==> src/rtl/avg2_stream.sv <==
module avg2_stream #(
  parameter int W = 8
) (
  input  logic         clk,
  input  logic         rst_n,
  input  logic         in_req,
  input  logic [W-1:0] in_data,
  output logic         in_ack,
  output logic         out_req,
  output logic [W-1:0] out_data,
  input  logic         out_ack
);

  typedef enum logic [1:0] {S_IDLE, S_ADD, S_SEND, S_DONE} step_t;

  step_t        step;
  logic [W-1:0] x_q, y_q, res_q;
  logic [W:0]   sum;

  assign sum      = {1'b0, x_q} + {1'b0, y_q};
  assign out_data = res_q;

  always_ff @(posedge clk or negedge rst_n) begin
    if (!rst_n) begin
      step    <= S_IDLE;
      x_q     <= '0;
      y_q     <= '0;
      res_q   <= '0;
      in_ack  <= 1'b0;
      out_req <= 1'b0;
    end else begin
      if (in_ack && !in_req) in_ack <= 1'b0;
      case (step)
        S_IDLE: if (in_req && !in_ack && !out_ack) begin
          x_q    <= in_data;
          in_ack <= 1'b1;
          step   <= S_ADD;
        end
        S_ADD: begin
          res_q   <= sum[W:1];
          out_req <= 1'b1;
          step    <= S_SEND;
        end
        S_SEND: if (out_ack) begin
          out_req <= 1'b0;
          y_q     <= x_q;
          step    <= S_DONE;
        end
        default: if (!in_ack && !out_ack) step <= S_IDLE;
      endcase
    end
  end

  a_r3_ack_after_req: assert property (@(posedge clk) disable iff (!rst_n)
    $rose(in_ack) |-> $past(in_req));
  a_r4_ack_fall_after_release: assert property (@(posedge clk) disable iff (!rst_n)
    $fell(in_ack) |-> $past(!in_req));
  a_r5_capture_before_emit: assert property (@(posedge clk) disable iff (!rst_n)
    $rose(out_req) |-> $past(in_ack));
  a_r6_result_held: assert property (@(posedge clk) disable iff (!rst_n)
    (out_req && !out_ack) |=> $stable(out_data));
  a_r7_req_fall_after_ack: assert property (@(posedge clk) disable iff (!rst_n)
    $fell(out_req) |-> $past(out_ack));
  a_r8_wait_return_to_zero: assert property (@(posedge clk) disable iff (!rst_n)
    $rose(in_ack) |-> $past(!out_ack) && $past(!out_req));

endmodule

==> config.mk <==
export PLATFORM = sky130hd
export DESIGN_NAME = avg2_stream
export DESIGN_NICKNAME = d
export VERILOG_FILES = /design/src/rtl/avg2_stream.sv
export SDC_FILE = /design/constraint.sdc
export NUM_CORES = 1
export LEC_CHECK = 0
export BUFFER_PORTS_ARGS = -buffer_cell sky130_fd_sc_hd__buf_4
export CAP_MARGIN = 15
export CORE_MARGIN = 1
export CORE_UTILIZATION = 55
export DETAILED_ROUTE_END_ITERATION = 8
export PLACE_DENSITY = 0.77
export SETUP_SLACK_MARGIN = 0.1
export SLEW_MARGIN = 20
export SYNTH_ARGS = -nofsm -noshare
export SYNTH_HDL_FRONTEND = slang
export SYNTH_SLANG_ARGS = --single-unit
==> constraint.sdc <==
create_clock -name clk -period 3.6 [get_ports clk]
set_input_delay 0.72 -clock clk [delete_from_list [all_inputs] [get_ports clk]]
set_output_delay 0.72 -clock clk [all_outputs]
set_load 0.01 [all_outputs]
======== Yosys cells after proc, flatten, opt, wreduce, memory -nomap -nowiden ========
Cells that the tools add are included.
cells by class
  add/subtract/negate cells ............... 1
  equal/unequal tests ..................... 4
  multiplexer cells ....................... 9
  reduce and logical (&&, ||, !) cells .... 14
operator list
  kind                                                  number
  adder 8 x 8 -> 9 bit                                  1
  2-to-1 mux 2 bit                                      3
  one-hot mux 2 bit (3 select lines)                    1
  AND reduction 2 bit                                   3
  logical AND 1 bit                                     4
  2-to-1 mux 1 bit                                      4
  != test 2 bit (second input constant)                 2
  nonzero test 4 bit                                    1
  logical NOT 1 bit                                     3
  AND reduction 3 bit                                   1
  equality test 2 x 1 -> 1 bit (second input constant)  1
  equality test 2 bit (second input constant)           1
  logical NOT 2 bit                                     1
  one-hot mux 1 bit (2 select lines)                    1
  nonzero test 2 bit                                    1
word-level totals
  flip-flop bits (word level) ............. 28
  input port bits ......................... 12
  output and inout bits ................... 10
  logic and storage cells ................. 34

======== Longest topological paths before layout ========
Gate-level depths: netlist (run 1).
  word-level depth ........................ 5
  depth in mapped cells ................... 6
  gate-level depth less buffers ........... 6

======== Worst setup path before layout (run 1) ========
OpenSTA, ideal clock, no wires.
  path type ............................... register -> register
  from .................................... register x_q[0]
  to ...................................... register res_q[5] (netlist: out_data[5])
  setup time .............................. 0.131 ns
  arrival time ............................ 1.646 ns
  data required time ...................... 3.469 ns
  path slack .............................. 1.822 ns
  stages on the path, launching flop included .. 7
  buffers on the path ..................... 0
  period minus slack after synthesis ...... 1.778 ns
  cells stage by stage .................... dfrtp_1 > and2_2 > fa_1 > nand2_1 > a21oi_2 > o2111a_1 > or3_1
on the way
  longest elaborated chain between the ends .. 1
RTL lines
  item                    RTL line  text
  from (decl)             17        logic [W-1:0] x_q, y_q, res_q;
  from (signal assigned)  35        x_q <= in_data;
  adder 8 x 8 -> 9 bit    20        assign sum = {1'b0, x_q} + {1'b0, y_q};
  to (signal assigned)    40        res_q <= sum[W:1];
  to (decl)               17
Every way passes these cells.
A chain may end at the register's enable or synchronous reset.

======== Worst setup path in the final report (run 1) ========
Ends and elaborated chain as after synthesis.

==> flow_summary.ini, run 1 <==
[synthesis]
synth.avg_cell_area_um2 = 11.8
synth_top_family_by_area = compound AO/OA/AOI/OAI gates
netlist_area_um2 = 1480
ys_seq_area_share_pct = 47.3
synth_compound_area_share_pct = 15.4
syn_inst = 125
ys_types = 36
synth_xor_area_share_pct = 1.18
ys_ff_latch = 28
ys.warnings.count = 0
syn-num-nets = 149
synth-simple-area-share_pct = 7.86
synth.mux.area_fraction_pct = 15.4
synthAdderAreaFrac_pct = 10.7

[clock_tree]
numCtsBuffers = 3
cts.htree.levels = 1
cts_sinks = 28
cts_tree = built
cts-root-buf = clkbuf_4
post_cts.repair.setup_buffers = 0
hold_buffers = 0
path_clk_slew_ns = 0.14
cts_resized = 0
ctsLongestPathBuffers = 2
clk_latency_ns = 0.32

[drt]
drt-vias-per-instance = 5.84
routed_wl_mm = 2.56
wire_per_inst_um = 14.5
dr.pass1.iters = 4
drc = 0
drt_first_iter_violations = 16
drt.antenna.violating_nets = 0
vias = 1033

[critical_path]
crit_fanout = 5
crit_chain = and2_2, fa_1, nand2_1, a21oi_2, o2111a_1, or3_1
end_kind = register
critPathSlowestCell = dfrtp_1
required_ns = 3.82
critical_path_class = reg2reg
startpoint_type = register
arrival_ns = 2.12
slowest_delay_ns = 0.44

[global_routing]
antenna_found_initial = 0
grt_start_max_net_pins = 29
grt_use_total_pct = 19.7
grt_pass1_vias = 976
grt_pass1_wl_mm = 4.10
overflow = 0

[cells_and_area]
antenna_cells = 0
area_delta_synth_final_pct = 14.0
nNetsFinal = 173
layout.cells.non_filler = 177
layout-drive-gt1-share_pct = 31.3

[floorplan]
num_rows = 18
core_um2 = 2500
die_width_um = 53.9
dieArea_um2 = 2900
die_h_um = 53.9
start_util_pct = 59.2
io_pins = 22

[run]
cap_violations = 0

[placement]
numPortBuffers = 21
hpwl_mm = 1.98
gp_congestion = 0.808
dp.cells = 174

[timing]
layout_min_cycle_time_ns = 1.90
tightest_slew_ns = 0.477
period_share_pct = 52.8
finalMaxSlewViolations = 0
skew_ns = 0.00698
setup_viol = 0
timing.fmax_mhz = 526
tns_ns = 0
rsz0062_at_grt = no
hold_violations = 0
maxSlewHeadroom_pct = 68.2

[power_and_ir_drop]
leakagePower_nw = 0.783
ir_drop_mv = 0.585
finalPower_mw = 1.64
p_per_area_nw_per_um2 = 973

[worst_hold_path]
hp-class = in2async

[status]
run_status = completed
worst paths after layout:
| check | from | endpoint | slack [ns] | depth (start not counted) |
|---|---|---|---|---|
| setup / recovery | x_q[0]$_DFFE_PN0P_ | out_data[5]$_DFFE_PN0P_ | 1.70 | 6 |
| hold / removal | rst_n | out_data[6]$_DFFE_PN0P_ | 0.28 | 1 |
| setup reg to reg | x_q[0]$_DFFE_PN0P_ | out_data[5]$_DFFE_PN0P_ | 1.70 | 6 |
| hold reg to reg | out_data[3]$_DFFE_PN0P_ | out_data[3]$_DFFE_PN0P_ | 0.50 | 2 |
| max in group asynchronous | rst_n | x_q[4]$_DFFE_PN0P_ | 3.05 | 1 |
| min in group clk | out_data[3]$_DFFE_PN0P_ | out_data[3]$_DFFE_PN0P_ | 0.50 | 2 |
registers in the layout (all words and copies together) (netlist names):
signal    flops
in_ack        1
out_data      8
out_req       1
step          2
x_q           8
y_q           8
cell type report:
type / count / area [um2]
Timing Repair Buffer: 21 / 158
Inverter: 6 / 22.5
Tap cell: 30 / 37.5
Multi-Input combinational cell: 89 / 747
Fill cell: 181 / 812
Sequential cell: 28 / 701
Clock buffer: 3 / 22.5
synth_stat cells (all sizes together):
library cell | number | share of area, %
a31o | 1 | 0.59
o2111a | 2 | 1.5
nor2b | 1 | 0.42
a22o | 1 | 0.59
mux2i | 1 | 0.68
nor3 | 3 | 1.0
a21o | 1 | 0.51
mux2 | 19 | 15
o22ai | 1 | 0.42
a21oi | 6 | 2.5
nand4 | 1 | 0.42
and2 | 1 | 0.51
buf | 2 | 0.68
o31ai | 3 | 1.5
a31oi | 2 | 0.85
inv | 6 | 1.5
dfrtp | 28 | 47
o21ai | 6 | 2.0
nand2 | 6 | 1.5
ha | 11 | 9.3
xnor2 | 2 | 1.2
or3 | 3 | 1.3
a211oi | 2 | 1.0
o311ai | 1 | 0.59
nor2 | 5 | 1.4
nand2b | 2 | 0.85
o21bai | 2 | 1.0
o22a | 1 | 0.68
fa | 1 | 1.4
and3 | 1 | 0.42
o21a | 3 | 1.5
placed cells by master, fill, tap and decap left out, types with 3 or more instances in the layout:
cell	Yosys	routed
ha_1	11	11
inv_1	6	6
or3_1	3	3
o31ai_1	3	3
mux2_2	16	16
clkbuf_4	0	3
o21ai_0	5	5
buf_4	0	21
nand2_1	6	6
nor3_1	3	3
dfrtp_1	28	28
a21oi_1	4	4
o21a_1	3	3
nor2_1	4	4
logic make-up (layout without fill, tap and decap cells):
| family | Yosys count | after routing |
|---|---|---|
| compound gates | 32 | 32 |
| xor+xnor | 2 | 2 |
| fa+ha+maj | 12 | 12 |
| buf+inv | 8 | 30 |
| flops | 28 | 28 |
| mux | 20 | 20 |
| simple gates | 23 | 23 |
worst max-delay path, delay by kind of cell (launching register included):
family / cells / cell delay [ns]
flops: 1 / 0.44
compound gates: 2 / 0.32
simple gates: 3 / 0.64
fa+ha+maj: 1 / 0.40
routing by layer:
metal | track usage (%) | vias up | part of all wire, % | routed length, um
met2 | 36.0 | 22 | 51 | 1310
met3 | 3.67 | 2 | 2.6 | 66
li1 | - | 511 | - | -
met4 | 6.14 | 0 | 0.59 | 15
met5 | 0 | - | 0 | 0
met1 | 22.8 | 498 | 46 | 1170
stage by stage:
stage,util [%],hold WS (ns),worst slack [ns],area [um2]
final,67.5,0.284,1.70,1690
after detailed placement,66.6,0.475,1.68,1670
after global routing,67.5,0.294,1.58,1690
after global placement,66.6,0.469,1.73,1670
after floorplan,-,0.424,1.82,1480
after CTS,67.5,0.290,1.70,1690
power by group:
part,internal (mW),leakage (nW),total [mW],switching (mW)
logic,0.469,0.435,0.928,0.460
clock network,0.0392,0.0138,0.125,0.0861
registers,0.474,0.335,0.589,0.115
Note: power is estimated with default switching activity, not from simulation.
==> inputs of run 2 (changes only) <==
ABC_AREA = 1   (was unset)
clock period = 1.8 ns   (was 3.6 ns; I/O delays follow)
==> run 2 against run 1 <==
Against the previous run:
- flip-flop and latch count is the same
- via count grew 9.8%
- synthesized cell count grew 34%
- non-clock buffer count grew 3
- routed wire length grew 9.4%
- combinational power grew 88%
- core utilization grew 2.0 points
- cell area grew 3.9%
- register-to-register slack lost 1.4 ns
- sequential power grew 97%
- critical path type unchanged
- largest cell class unchanged
==> flow_summary.ini, run 2 <==
[status]
run_status = completed

[critical_path]
critical_path_class = reg2reg
end_kind = register
startpoint_type = register
required_ns = 2.04
arrival_ns = 1.76
crit_fanout = 3

[clock_tree]
cts_sinks = 28
ctsLongestPathBuffers = 2
numCtsBuffers = 3
cts_resized = 0
cts.htree.levels = 1
cts-root-buf = clkbuf_4
path_clk_slew_ns = 0.15
cts_tree = built
clk_latency_ns = 0.33

[global_routing]
antenna_found_initial = 0
grt_pass1_wl_mm = 4.68
grt_start_max_net_pins = 29
grt_use_total_pct = 23.2
grt_pass1_vias = 1030
overflow = 0

[synthesis]
netlist_area_um2 = 1490
ys_ff_latch = 28
ys_types = 20
synthTopCellsByArea = dfrtp_1, nand2_1, ha_1, mux2_4, inv_1
ys.warnings.count = 0
yosysTopAreaCell = dfrtp_1
synthTopCellsByCount = nand2_1, dfrtp_1, inv_1, ha_1
synth.avg_cell_area_um2 = 8.89
synthArstFlopShare_pct = 100
synth_edf_count = 0
yosysMostFrequentCell = nand2_1
synth_flop_cell = dfrtp_1
synthDominantCellAreaShare_pct = 47.2
ys_seq_area_share_pct = 47.2
syn_inst = 167
syn-num-nets = 191

[power_and_ir_drop]
p_int_mw = 1.95
finalPower_mw = 3.31
leakagePower_nw = 0.992
p_sw_mw = 1.36
combPwrFrac_pct = 52.5
switching_share_pct = 41.0
seqPwrFrac_pct = 35.0
p_per_area_nw_per_um2 = 1890
clock_power_share_pct = 12.5
ir_drop_mv = 1.09

[timing]
layout_min_cycle_time_ns = 1.53
rsz0062_at_grt = no
hold_violations = 0
finalMaxSlewViolations = 0
period_share_pct = 84.8
tns_ns = 0
setup_viol = 0
tightest_slew_ns = 0.355
timing.fmax_mhz = 655
fin_ws_ns = 0.273
skew_ns = 0.00269
hold-worst-slack_ns = 0.242
maxSlewHeadroom_pct = 76.3

[placement]
place_area_um2 = 1690
dp.cells = 219
numPortBuffers = 21
dp_slack_ns = 0.301
hpwl_mm = 2.02
gp_congestion = 0.821

[floorplan]
core_um2 = 2520
num_rows = 18
io_pins = 22
die_h_um = 54.0
die_width_um = 54.0
dieArea_um2 = 2910
start_util_pct = 58.9

[cells_and_area]
stdcell_area_um2 = 1750
fin_util_pct = 69.5
antenna_cells = 0
nNetsFinal = 219
mostFrequentLayoutCell = nand2_1
area_delta_synth_final_pct = 18.0
final_cell_mix = nand2_1, dfrtp_1, buf_4, inv_1, ha_1
layout-drive-gt1-share_pct = 19.1
fillers = 210
layout.cells.non_filler = 224

[drt]
vias = 1134
routed_wl_mm = 2.80
wire_per_inst_um = 12.5
drt_first_iter_violations = 8
drt-vias-per-instance = 5.06
drt.antenna.violating_nets = 0
dr.pass1.iters = 4
drc = 0

[run]
cap_violations = 0

[worst_hold_path]
hp-class = in2reg
==> run 2: power by group through the flow <==
stage / logic, mW / clock network, mW / registers [mW]
global route: 1.98 / 0.450 / 1.21
global placement: 1.65 / 0 / 1.15
floorplan: 1.21 / 0 / 1.17
detailed placement: 1.71 / 0 / 1.17
CTS: 1.74 / 0.425 / 1.16
finish: 1.74 / 0.415 / 1.16
==> run 2: final cells by class <==
| type | instances | area [um2] | share of cell area, % |
|---|---|---|---|
| Sequential cell | 28 | 701 | 40.0 |
| Clock buffer | 3 | 22.5 | 1.28 |
| Inverter | 17 | 63.8 | 3.64 |
| Clock inverter | 1 | 30.0 | 1.71 |
| Tap cell | 30 | 37.5 | 2.14 |
| Timing Repair Buffer | 24 | 183 | 10.4 |
| Multi-Input combinational cell | 121 | 716 | 40.8 |
==> run 2: cells by family after synthesis <==
kind of cell    count (synthesis)  synth area share [%]
buf+inv                        18                  4.63
flops                          28                  47.2
xor+xnor                        2                  1.18
simple gates                   87                  24.6
compound gates                 13                  4.72
fa+ha+maj                      12                  10.6
mux                             7                  7.08
==> run 2: worst paths after layout <==
kind | from | endpoint | slack (ns) | depth (start not counted)
setup reg to reg | x_q[0]$_DFFE_PN0P_ | out_data[7]$_DFFE_PN0P_ | 0.27 | 9
setup / recovery | x_q[0]$_DFFE_PN0P_ | out_data[7]$_DFFE_PN0P_ | 0.27 | 9
hold reg to reg | out_data[6]$_DFFE_PN0P_ | out_data[6]$_DFFE_PN0P_ | 0.50 | 2
max in group asynchronous | rst_n | step[0]$_DFFE_PN0P_ | 1.09 | 2
hold / removal | in_data[4] | x_q[4]$_DFFE_PN0P_ | 0.24 | 2
min in group asynchronous | rst_n | y_q[1]$_DFFE_PN0P_ | 0.45 | 2
==> run 2: worst max-delay path, stage by stage (launching register included) <==
cell and delay, ns:
dfrtp_1 0.43, nand2_1 0.07, inv_1 0.06, fa_1 0.38, nand2_1 0.11, nand2_1 0.07
nand3_1 0.09, nand2_1 0.08, nand3_1 0.08, a21oi_1 0.06
==> run 2: timing repair <==
item	CTS	global route
hold buffers	1	0
buffers inserted	0	0
endpoints found under the hold margin	28	0
==> run 2: routing by layer <==
metal  vias up  wire, um  GRT usage [%]
met1       516      1360           30.8
li1        580         -              -
met5         -         0              0
met2        32      1270           36.2
met4         0        73           13.6
met3         6        94           2.54
==> inputs of run 3 (changes only) <==
ABC_AREA = 0   (was 1)
CORE_UTILIZATION = 50   (was 55)
PLACE_DENSITY = 0.74   (was 0.77)
clock period = 1.3 ns   (was 1.8 ns; I/O delays follow)
==> run 3 against run 2 <==
Against the previous run:
- the run now ends with negative setup slack left
- routed wire length rose by 26%
- cell area is 27% higher
- via count grew 12%
- total power rose by 100%
- global-route usage rose by 1.2 points
- clock skew increased by 0.0040 ns
- critical endpoint is now out_data[5]$_DFFE_PN0P_
==> flow_summary.ini, run 3 (same netlist as run 1, synthesis figures left out) <==
[cells_and_area]
layout-drive-gt1-share_pct = 56.6
fillers = 151
area_delta_synth_final_pct = 50.0
mostFrequentLayoutCell = buf_4
antenna_cells = 0
stdcell_area_um2 = 2220
nNetsFinal = 214
final_cell_mix = buf_4, dfrtp_1, mux2_4, mux2_2, ha_4

[drt]
routed_wl_mm = 3.54
drt-vias-per-instance = 5.75
drc = 0
drt_first_iter_violations = 38
wire_per_inst_um = 16.1
drt.antenna.violating_nets = 0
dr.pass1.iters = 4
vias = 1265

[status]
violations = negative setup slack
run_status = finished with violations

[power_and_ir_drop]
finalPower_mw = 6.71
p_per_area_nw_per_um2 = 3020
leakagePower_nw = 1.04
ir_drop_mv = 2.16

[placement]
gp_congestion = 0.837
numPortBuffers = 21
hpwl_mm = 2.36
dp_slack_ns = -0.406
place_area_um2 = 2020

[floorplan]
start_util_pct = 53.2
io_pins = 22
die_width_um = 56.4
dieArea_um2 = 3180
core_um2 = 2780
num_rows = 19
die_h_um = 56.4

[critical_path]
required_ns = 1.53
arrival_ns = 1.97
worst-r2r-cell-count = 6
end_kind = register
timing.rr.start = y_q[0]$_DFFE_PN0P_
cp-startpoint = y_q[0]$_DFFE_PN0P_
critical_path_class = reg2reg
crit_fanout = 2
startpoint_type = register

[global_routing]
overflow = 0
antenna_found_initial = 0
grt_pass1_vias = 1298
grt_pass1_wl_mm = 5.96
grt_start_max_net_pins = 29
grt_use_total_pct = 24.4

[timing]
setup_viol = 26
timing.fmax_mhz = 575
tns_ns = -5.19
fin_ws_ns = -0.440
skew_ns = 0.00673
maxSlewHeadroom_pct = 76.4
layout_min_cycle_time_ns = 1.74
hold_violations = 0
hold-worst-slack_ns = 0.135
finalMaxSlewViolations = 0
rsz0062_at_grt = yes
period_share_pct = 134
tightest_slew_ns = 0.354

[clock_tree]
cts_tree = built
cts-root-buf = clkbuf_4
path_clk_slew_ns = 0.16
ctsLongestPathBuffers = 2
cts_sinks = 28
cts.htree.levels = 1
numCtsBuffers = 3
clk_latency_ns = 0.34

[worst_hold_path]
hold_depth = 2
hp-class = in2reg
holdCritStartpoint = in_data[3]

[run]
cap_violations = 0
-- run 3: cell count changes in the layout (fill, tap and decap cells not counted), sizes merged, moves of 2 or more --
cell,previous run,this run
nand2b,0,2
o31ai,0,3
nand3,9,0
or3,0,3
nor3,1,3
mux2,7,19
a31oi,0,2
inv,17,6
nand2,66,6
o21a,0,3
buf,23,60
o2111a,0,2
and3,0,2
nor2,9,5
-- run 3: path summary, 6_finish.rpt --
| kind | endpoint | slack, ns |
|---|---|---|
| max | out_data[5]$_DFFE_PN0P_ | -0.44 |
| min | x_q[3]$_DFFE_PN0P_ | 0.13 |
| max reg2reg | out_data[5]$_DFFE_PN0P_ | -0.44 |
| min reg2reg | out_data[4]$_DFFE_PN0P_ | 0.51 |
| max in group asynchronous | y_q[6]$_DFFE_PN0P_ | 0.69 |
| min in group asynchronous | out_data[1]$_DFFE_PN0P_ | 0.34 |
-- run 3: repair_timing --
item                                   4_1_cts  5_1_grt
buffers inserted                             4        4
pin swaps                                   11        7
gates cloned                                 1        0
setup endpoints to repair                   26       29
resized for setup                           13        3
endpoints found under the hold margin       28        0
hold buffers                                 1        0
-- run 3: power by group --
part | switching, mW | internal, mW
clock | 0.271 | 0.172
sequential | 0.334 | 1.31
combinational | 1.92 | 2.70
total | 2.53 | 4.18
-- run 3: worst max-delay path, stage by stage, from the launching register on --
cell and delay, ns:
dfrtp_1 0.41, and2_4 0.16, fa_2 0.34, nand2_2 0.09, a21oi_2 0.06, o2111a_1 0.24, or3_1 0.33
-- run 3: per-stage QoR --
stage          instances  utilization [%]
3_5_place_dp         207             72.8
4_1_cts              217             78.5
2_1_floorplan        125                -
3_3_place_gp         207             72.8
5_1_grt              220             79.8
6_report             220             79.8
-- run 3: per-layer routing --
| metal | vias to the layer above | GRT usage (%) | routed length, um |
|---|---|---|---|
| met5 | - | 0 | 0 |
| met2 | 31 | 42.5 | 1840 |
| met1 | 636 | 30.0 | 1530 |
| met4 | 0 | 10.8 | 56 |
| li1 | 592 | - | - |
| met3 | 6 | 3.23 | 113 |
-- run 3: area by class of cell --
type,count,area [um2],area share (%)
Tap cell,31,38.8,1.75
Multi-Input combinational cell,90,931,41.9
Sequential cell,28,701,31.5
Inverter,6,22.5,1.01
Timing Repair Buffer,61,492,22.1
Clock buffer,4,36.3,1.63
